`src/rtl/irq_mask_pkg.sv`:
```
package irq_mask_pkg;
  localparam int unsigned REG_W  = 8;
  localparam int unsigned ADDR_W = 3;
  localparam int unsigned N_GRP  = 3;

  // group order: 0 = bus A, 1 = bus B, 2 = DMA
  localparam logic [ADDR_W-1:0] STAT_BASE = 3'd0;
  localparam logic [ADDR_W-1:0] EN_BASE   = 3'd4;

  // bit positions used for classification
  localparam int unsigned A_CMP = 1;
  localparam int unsigned A_SEL = 2;
  localparam int unsigned A_RSL = 3;
  localparam int unsigned A_ATN = 4;
  localparam int unsigned B_HTH = 0;
  localparam int unsigned B_GEN = 1;
  localparam int unsigned D_OTF = 0;
endpackage

```
`src/rtl/irq_class.sv`:
```
module irq_class
  import irq_mask_pkg::*;
#(
  parameter int unsigned W = REG_W
) (
  input  logic         tgt_mode_i,
  input  logic         phd_i,
  input  logic         atn_en_i,
  output logic [W-1:0] fatal_a_o,
  output logic [W-1:0] fatal_b_o,
  output logic [W-1:0] fatal_d_o
);
  logic atn_nonfatal;

  // target mode: attention halts only when enabled and not suppressed
  assign atn_nonfatal = tgt_mode_i && !(atn_en_i && !phd_i);

  always_comb begin
    fatal_a_o = '1;
    fatal_b_o = '1;
    fatal_d_o = '1;
    fatal_a_o[A_CMP] = 1'b0;
    fatal_a_o[A_SEL] = 1'b0;
    fatal_a_o[A_RSL] = 1'b0;
    fatal_a_o[A_ATN] = !atn_nonfatal;
    fatal_b_o[B_HTH] = 1'b0;
    fatal_b_o[B_GEN] = 1'b0;
    fatal_d_o[D_OTF] = 1'b0;
  end
endmodule

```
`src/rtl/irq_stat_bank.sv`:
```
module irq_stat_bank
  import irq_mask_pkg::*;
#(
  parameter int unsigned          W        = REG_W,
  parameter logic [ADDR_W-1:0]    STAT_ADR = STAT_BASE,
  parameter logic [ADDR_W-1:0]    EN_ADR   = EN_BASE
) (
  input  logic              clk_i,
  input  logic              rst_ni,
  input  logic [W-1:0]      ev_i,
  input  logic [ADDR_W-1:0] addr_i,
  input  logic              rd_i,
  input  logic              wr_i,
  input  logic [W-1:0]      wdata_i,
  output logic [W-1:0]      stat_o,
  output logic [W-1:0]      en_o
);
  logic rd_hit, wr_hit;

  assign rd_hit = rd_i && (addr_i == STAT_ADR);
  assign wr_hit = wr_i && (addr_i == EN_ADR);

  always_ff @(posedge clk_i or negedge rst_ni) begin
    if (!rst_ni) begin
      stat_o <= '0;
      en_o   <= '0;
    end else begin
      stat_o <= (rd_hit ? '0 : stat_o) | ev_i;
      if (wr_hit) en_o <= wdata_i;
    end
  end

  a_r2_sticky: assert property (@(posedge clk_i) disable iff (!rst_ni)
    !$past(rd_hit) |-> ((stat_o & $past(stat_o)) == $past(stat_o)));

  a_r3_read_clear: assert property (@(posedge clk_i) disable iff (!rst_ni)
    $past(rd_hit) |-> (stat_o == $past(ev_i)));

  a_r4_en_load: assert property (@(posedge clk_i) disable iff (!rst_ni)
    $past(wr_hit) |-> (en_o == $past(wdata_i)));
endmodule

```
`src/rtl/irq_mask_ctrl.sv`:
```
module irq_mask_ctrl
  import irq_mask_pkg::*;
(
  input  logic              clk_i,
  input  logic              rst_ni,
  input  logic              tgt_mode_i,
  input  logic              phd_i,
  input  logic [REG_W-1:0]  ev_a_i,
  input  logic [REG_W-1:0]  ev_b_i,
  input  logic [REG_W-1:0]  ev_d_i,
  input  logic [ADDR_W-1:0] addr_i,
  input  logic              rd_i,
  input  logic              wr_i,
  input  logic [REG_W-1:0]  wdata_i,
  output logic [REG_W-1:0]  rdata_o,
  output logic              pend_o,
  output logic              irq_no,
  output logic              halt_o
);
  logic [REG_W-1:0] ev   [N_GRP];
  logic [REG_W-1:0] stat [N_GRP];
  logic [REG_W-1:0] en   [N_GRP];
  logic [REG_W-1:0] fatal[N_GRP];
  logic [N_GRP-1:0] grp_pend, grp_halt;
  logic             halt_q;

  assign ev[0] = ev_a_i;
  assign ev[1] = ev_b_i;
  assign ev[2] = ev_d_i;

  for (genvar g = 0; g < N_GRP; g++) begin : g_bank
    irq_stat_bank #(
      .W       (REG_W),
      .STAT_ADR(STAT_BASE + ADDR_W'(g)),
      .EN_ADR  (EN_BASE + ADDR_W'(g))
    ) u_bank (
      .clk_i  (clk_i),
      .rst_ni (rst_ni),
      .ev_i   (ev[g]),
      .addr_i (addr_i),
      .rd_i   (rd_i),
      .wr_i   (wr_i),
      .wdata_i(wdata_i),
      .stat_o (stat[g]),
      .en_o   (en[g])
    );
    assign grp_pend[g] = |(stat[g] & en[g]);
    assign grp_halt[g] = |(ev[g] & fatal[g]);
  end

  irq_class #(.W(REG_W)) u_class (
    .tgt_mode_i(tgt_mode_i),
    .phd_i     (phd_i),
    .atn_en_i  (en[0][A_ATN]),
    .fatal_a_o (fatal[0]),
    .fatal_b_o (fatal[1]),
    .fatal_d_o (fatal[2])
  );

  always_ff @(posedge clk_i or negedge rst_ni) begin
    if (!rst_ni) halt_q <= 1'b0;
    else         halt_q <= |grp_halt;
  end

  always_comb begin
    rdata_o = '0;
    for (int g = 0; g < N_GRP; g++) begin
      if (addr_i == STAT_BASE + ADDR_W'(g)) rdata_o = stat[g];
      if (addr_i == EN_BASE + ADDR_W'(g))   rdata_o = en[g];
    end
  end

  assign pend_o = |grp_pend;
  assign irq_no = !pend_o;
  assign halt_o = halt_q;

  a_r7_halt_cause: assert property (@(posedge clk_i) disable iff (!rst_ni)
    halt_o |-> $past(|{ev_a_i, ev_b_i, ev_d_i}));

  a_r12_otf_no_halt: assert property (@(posedge clk_i) disable iff (!rst_ni)
    ($past(ev_d_i) == REG_W'(1) && $past(ev_a_i) == '0 && $past(ev_b_i) == '0)
      |-> !halt_o);

  a_r5_pin_polarity: assert property (@(posedge clk_i) disable iff (!rst_ni)
    irq_no != pend_o);
endmodule

```
`config.mk`:
```
export PLATFORM = sky130hd
export DESIGN_NAME = irq_mask_ctrl
export DESIGN_NICKNAME = d
export VERILOG_FILES = /design/src/rtl/irq_mask_pkg.sv /design/src/rtl/irq_class.sv /design/src/rtl/irq_stat_bank.sv /design/src/rtl/irq_mask_ctrl.sv
export SDC_FILE = /design/constraint.sdc
export NUM_CORES = 1
export LEC_CHECK = 0
export BUFFER_PORTS_ARGS = -buffer_cell sky130_fd_sc_hd__buf_2
export CORE_AREA = 2 2 72 74
export DETAILED_ROUTE_END_ITERATION = 8
export DIE_AREA = 0 0 74 76
export PLACE_DENSITY = 0.74
export SYNTH_ARGS = -nofsm -noshare
export SYNTH_HDL_FRONTEND = slang
export SYNTH_SLANG_ARGS = --single-unit
```
`constraint.sdc`:
```
create_clock -name clk_i -period 1.5 [get_ports clk_i]
set_input_delay 0.3 -clock clk_i [delete_from_list [all_inputs] [get_ports clk_i]]
set_output_delay 0.3 -clock clk_i [all_outputs]
set_load 0.05 [all_outputs]
```
==> results.md <==
- RD Place Congestion: 0.7862
- Crit-path leading delay family: simple AND/OR/NAND/NOR gates
- I/O Buffers: 51
- Share of cells above drive strength 1: 62.80%
- Reg2reg start: g_bank[0].u_bank.en_o[4]$_DFFE_PN0P_
- Leakage: 1.625 nW
- Vias/cell: roughly 5.3
- Width of the die: roughly 74 um
- Residual DRC: 0
- Drt wl/cell: between 15 and 20 um
- Synth Warn #: 0
- Most frequent cells in the layout: buf_4 (60), dfrtp_1 (49), buf_2 (40), a21o_1 (24)
- Die area: 0.005624 mm^2
- Initial Utilization: 49.34%
- Final Setup Violations: 10
- Post-Route WL: between 6000 and 7000 um
- Pre-antenna DRT Iters: 4
- Period utilisation layout: 130.0%
- CTS tree: yes
- Setup WS post-layout: -0.4500 ns
- Max-cap viol count: 0
- #FFs+latches synth: 49
- Die height: 76 um
- Netlist cell types: 26
- Initial antenna violation count: 0
- DR iter-0 viols: 165
- Core area: roughly 0.0049 mm^2
- Violated checks: setup timing
- # IOs: 52
- DRT antenna net count: 0
- Sink Count: 49
- First-pass GRT wire length: 10430 um
- Post-Syn Area: 0.002424 mm^2
- Clock tree root driver cell: clkbuf_8
- Worst clock skew: about 0.0020 ns
- Mean area per synthesized cell: 14.01 um^2
- Fin util: 71.50%
- CP Capture Type: output pin
- Setup crit end: pend_o
- Net Count, Synth: approximately 210
- Crit Path Max Fanout: 2
- Commonest non-fill, non-tap cell in the layout: buf_4
- CTS H-tree lvls: 2
- Hold_ws: about 0.17 ns
- Slew HR: 73.78%
- Pwr Density: 1011 mW/mm^2
- Clk slew on worst S/H paths: 0.08 ns
- Final Hold Vio Count: 0
- Post-Syn Instances: 173
- CTS Buffer Depth: 2
- Slowest CP cell: dfrtp_1
- GRT Residual Overflow: 0
- Crit Path Category: reg -> out
- Sequential Power Share: 45.9%
- CP peak stage delay: 0.44 ns
- Cell depth of the worst setup path: 4
- Clock power frac: 21.9%
- Total CTS buffers: 5
- Hold_sp: ev_a_i[2]
- Post-DP HPWL: 4903 um
- Final setup TNS: -3.950 ns
- HP Class: in -> reg
- Slew Viols, Final: 0
- Sequential area share after synthesis: about half
- Fmax: 0.5128 GHz
- Switching Share: 28.96%
- Row cnt: 26
- Worst r2r path cells: 5
- Fin area: 0.003512 mm^2
- RSZ-0062 raised after global routing: true
- Reg2reg setup slack: 0.29 ns
- Critical path arrival: around 1.7 ns
- R2r endpoint: halt_o$_DFF_PN0_
- Crit-path cells: a22oi_2 -> nand4_1 -> or3_4 -> buf_6
- Crit. Startpoint: g_bank[1].u_bank.stat_o[3]$_DFF_PN0_
- Psw: 1.028 mW
- Startpoint types: register
- Post-Place Cell Area: around 0.0032 mm^2
- VDD IR max: 0.7505 mV
- Layout net count: 334
- Skew-Pair Late Insertion Delay: 0.30 ns
- Min Clock Period, post-route: 1.950 ns
- GRT Total Usage: 24.99%
- Area growth syn-to-layout: 44.91%
- Number of global-route vias before repair: 1980
- Via count: 1925
- Worst path bufs/invs: 1
- Int Pwr: 2.521 mW
- Combinational share of power: around a third
- WP data required: 1.20 ns
- Measured slew at the worst slew-check pin: between 0.3 and 0.4 ns
- Status: complete, but fails checks
- Largest net degree at the start of global routing: 50
- Ant diodes: 0
==> how the worst min path moves through the flow <==
stage                                           end  slack [ns]  depth (start not counted)
2_1_floorplan  g_bank[0].u_bank.en_o[0]$_DFFE_PN0P_       0.004                          0
3_3_place_gp   g_bank[2].u_bank.en_o[1]$_DFFE_PN0P_        0.31                          2
3_5_place_dp   g_bank[2].u_bank.en_o[1]$_DFFE_PN0P_        0.31                          2
4_1_cts        g_bank[2].u_bank.stat_o[0]$_DFF_PN0_        0.17                          2
5_1_grt        g_bank[2].u_bank.stat_o[0]$_DFF_PN0_        0.16                          2
6_report       g_bank[0].u_bank.stat_o[2]$_DFF_PN0_        0.17                          2
==> per-layer routing <==
metal  GRT usage (%)  vias to the layer above  wire length [um]
li1                -                      891                 -
met1           35.81                      960              2852
met2           38.30                       65              3336
met3           4.630                        9               342
met4           8.364                        0                99
met5               0                        -                 0
==> worst register-to-register path, delay by kind of cell (launching register included) <==
| family | cells | cell delay [ns] |
|---|---|---|
| AO/OA/AOI/OAI | 2 | 0.38 |
| flip-flops | 1 | 0.41 |
| buffers and inverters | 3 | 0.30 |
==> what timing repair did <==
action / in CTS / in global routing
cloned: 0 / 0
pin swaps: 2 / 3
hold buffers: 1 / 0
gates resized for setup: 43 / 6
buffers inserted: 3 / 10
setup endpoints to repair: 10 / 10
endpoints found under the hold margin: 49 / 0
==> final cells by class <==
class | instances | area, um^2
fill | 343 | 1400
inverter | 9 | 33.78
sequential | 49 | 1226
timing repair buffer | 119 | 880.8
multi-input combinational | 109 | 1197
clock buffer | 7 | 86.33
tap | 70 | 87.58
==> cell usage after synthesis <==
library cell | instances | share of area [%]
buf_6 | 4 | 1.9
nand2_1 | 4 | 0.62
and3_1 | 1 | 0.26
nand2b_1 | 1 | 0.26
buf_2 | 1 | 0.21
nor2b_1 | 1 | 0.26
nor2_1 | 2 | 0.31
buf_1 | 1 | 0.15
o22ai_1 | 8 | 2.1
or3_1 | 1 | 0.26
o21ai_0 | 1 | 0.21
mux4_1 | 8 | 8.7
a21o_1 | 24 | 7.4
a22oi_1 | 12 | 3.7
mux2i_1 | 8 | 3.3
mux2_2 | 8 | 3.7
a211o_1 | 1 | 0.36
nor4_1 | 3 | 0.77
mux2_4 | 16 | 9.9
nor3_1 | 2 | 0.41
nand3_1 | 1 | 0.21
inv_1 | 9 | 1.4
and2b_4 | 2 | 0.83
nand3_4 | 2 | 1.4
dfrtp_1 | 49 | 51
nand4_1 | 3 | 0.77
==> sequential cells by signal, indices dropped and copies added, names as in the netlist <==
register and count:
halt_o 1, g_bank.u_bank.stat_o 24, g_bank.u_bank.en_o 24
==> power by group through the flow <==
| stage | Clock, mW | Combinational, mW | Sequential [mW] |
|---|---|---|---|
| floorplan | 0 | 0.575 | 1.60 |
| finish | 0.777 | 1.14 | 1.63 |
| detailed placement | 0 | 0.980 | 1.63 |
| global route | 0.858 | 1.22 | 1.65 |
| CTS | 0.799 | 1.08 | 1.62 |
| global placement | 0 | 0.959 | 1.62 |
==> cells by family after synthesis <==
family	after synthesis	share of synthesized area [%]
flip-flops	49	50.59
AND/OR/NAND/NOR	23	6.402
multiplexers	40	25.61
AO/OA/AOI/OAI	46	13.78
buffers and inverters	15	3.613
==> per-stage QoR <==
step	total power, mW	worst slack [ns]	instances
finish	3.549	-0.4500	363
global route	3.726	-0.5056	363
CTS	3.502	-0.4580	353
detailed placement	2.611	-0.4808	342
global placement	2.577	-0.4657	342
floorplan	2.174	-0.06317	173
Power figures use the tool's default switching activity.
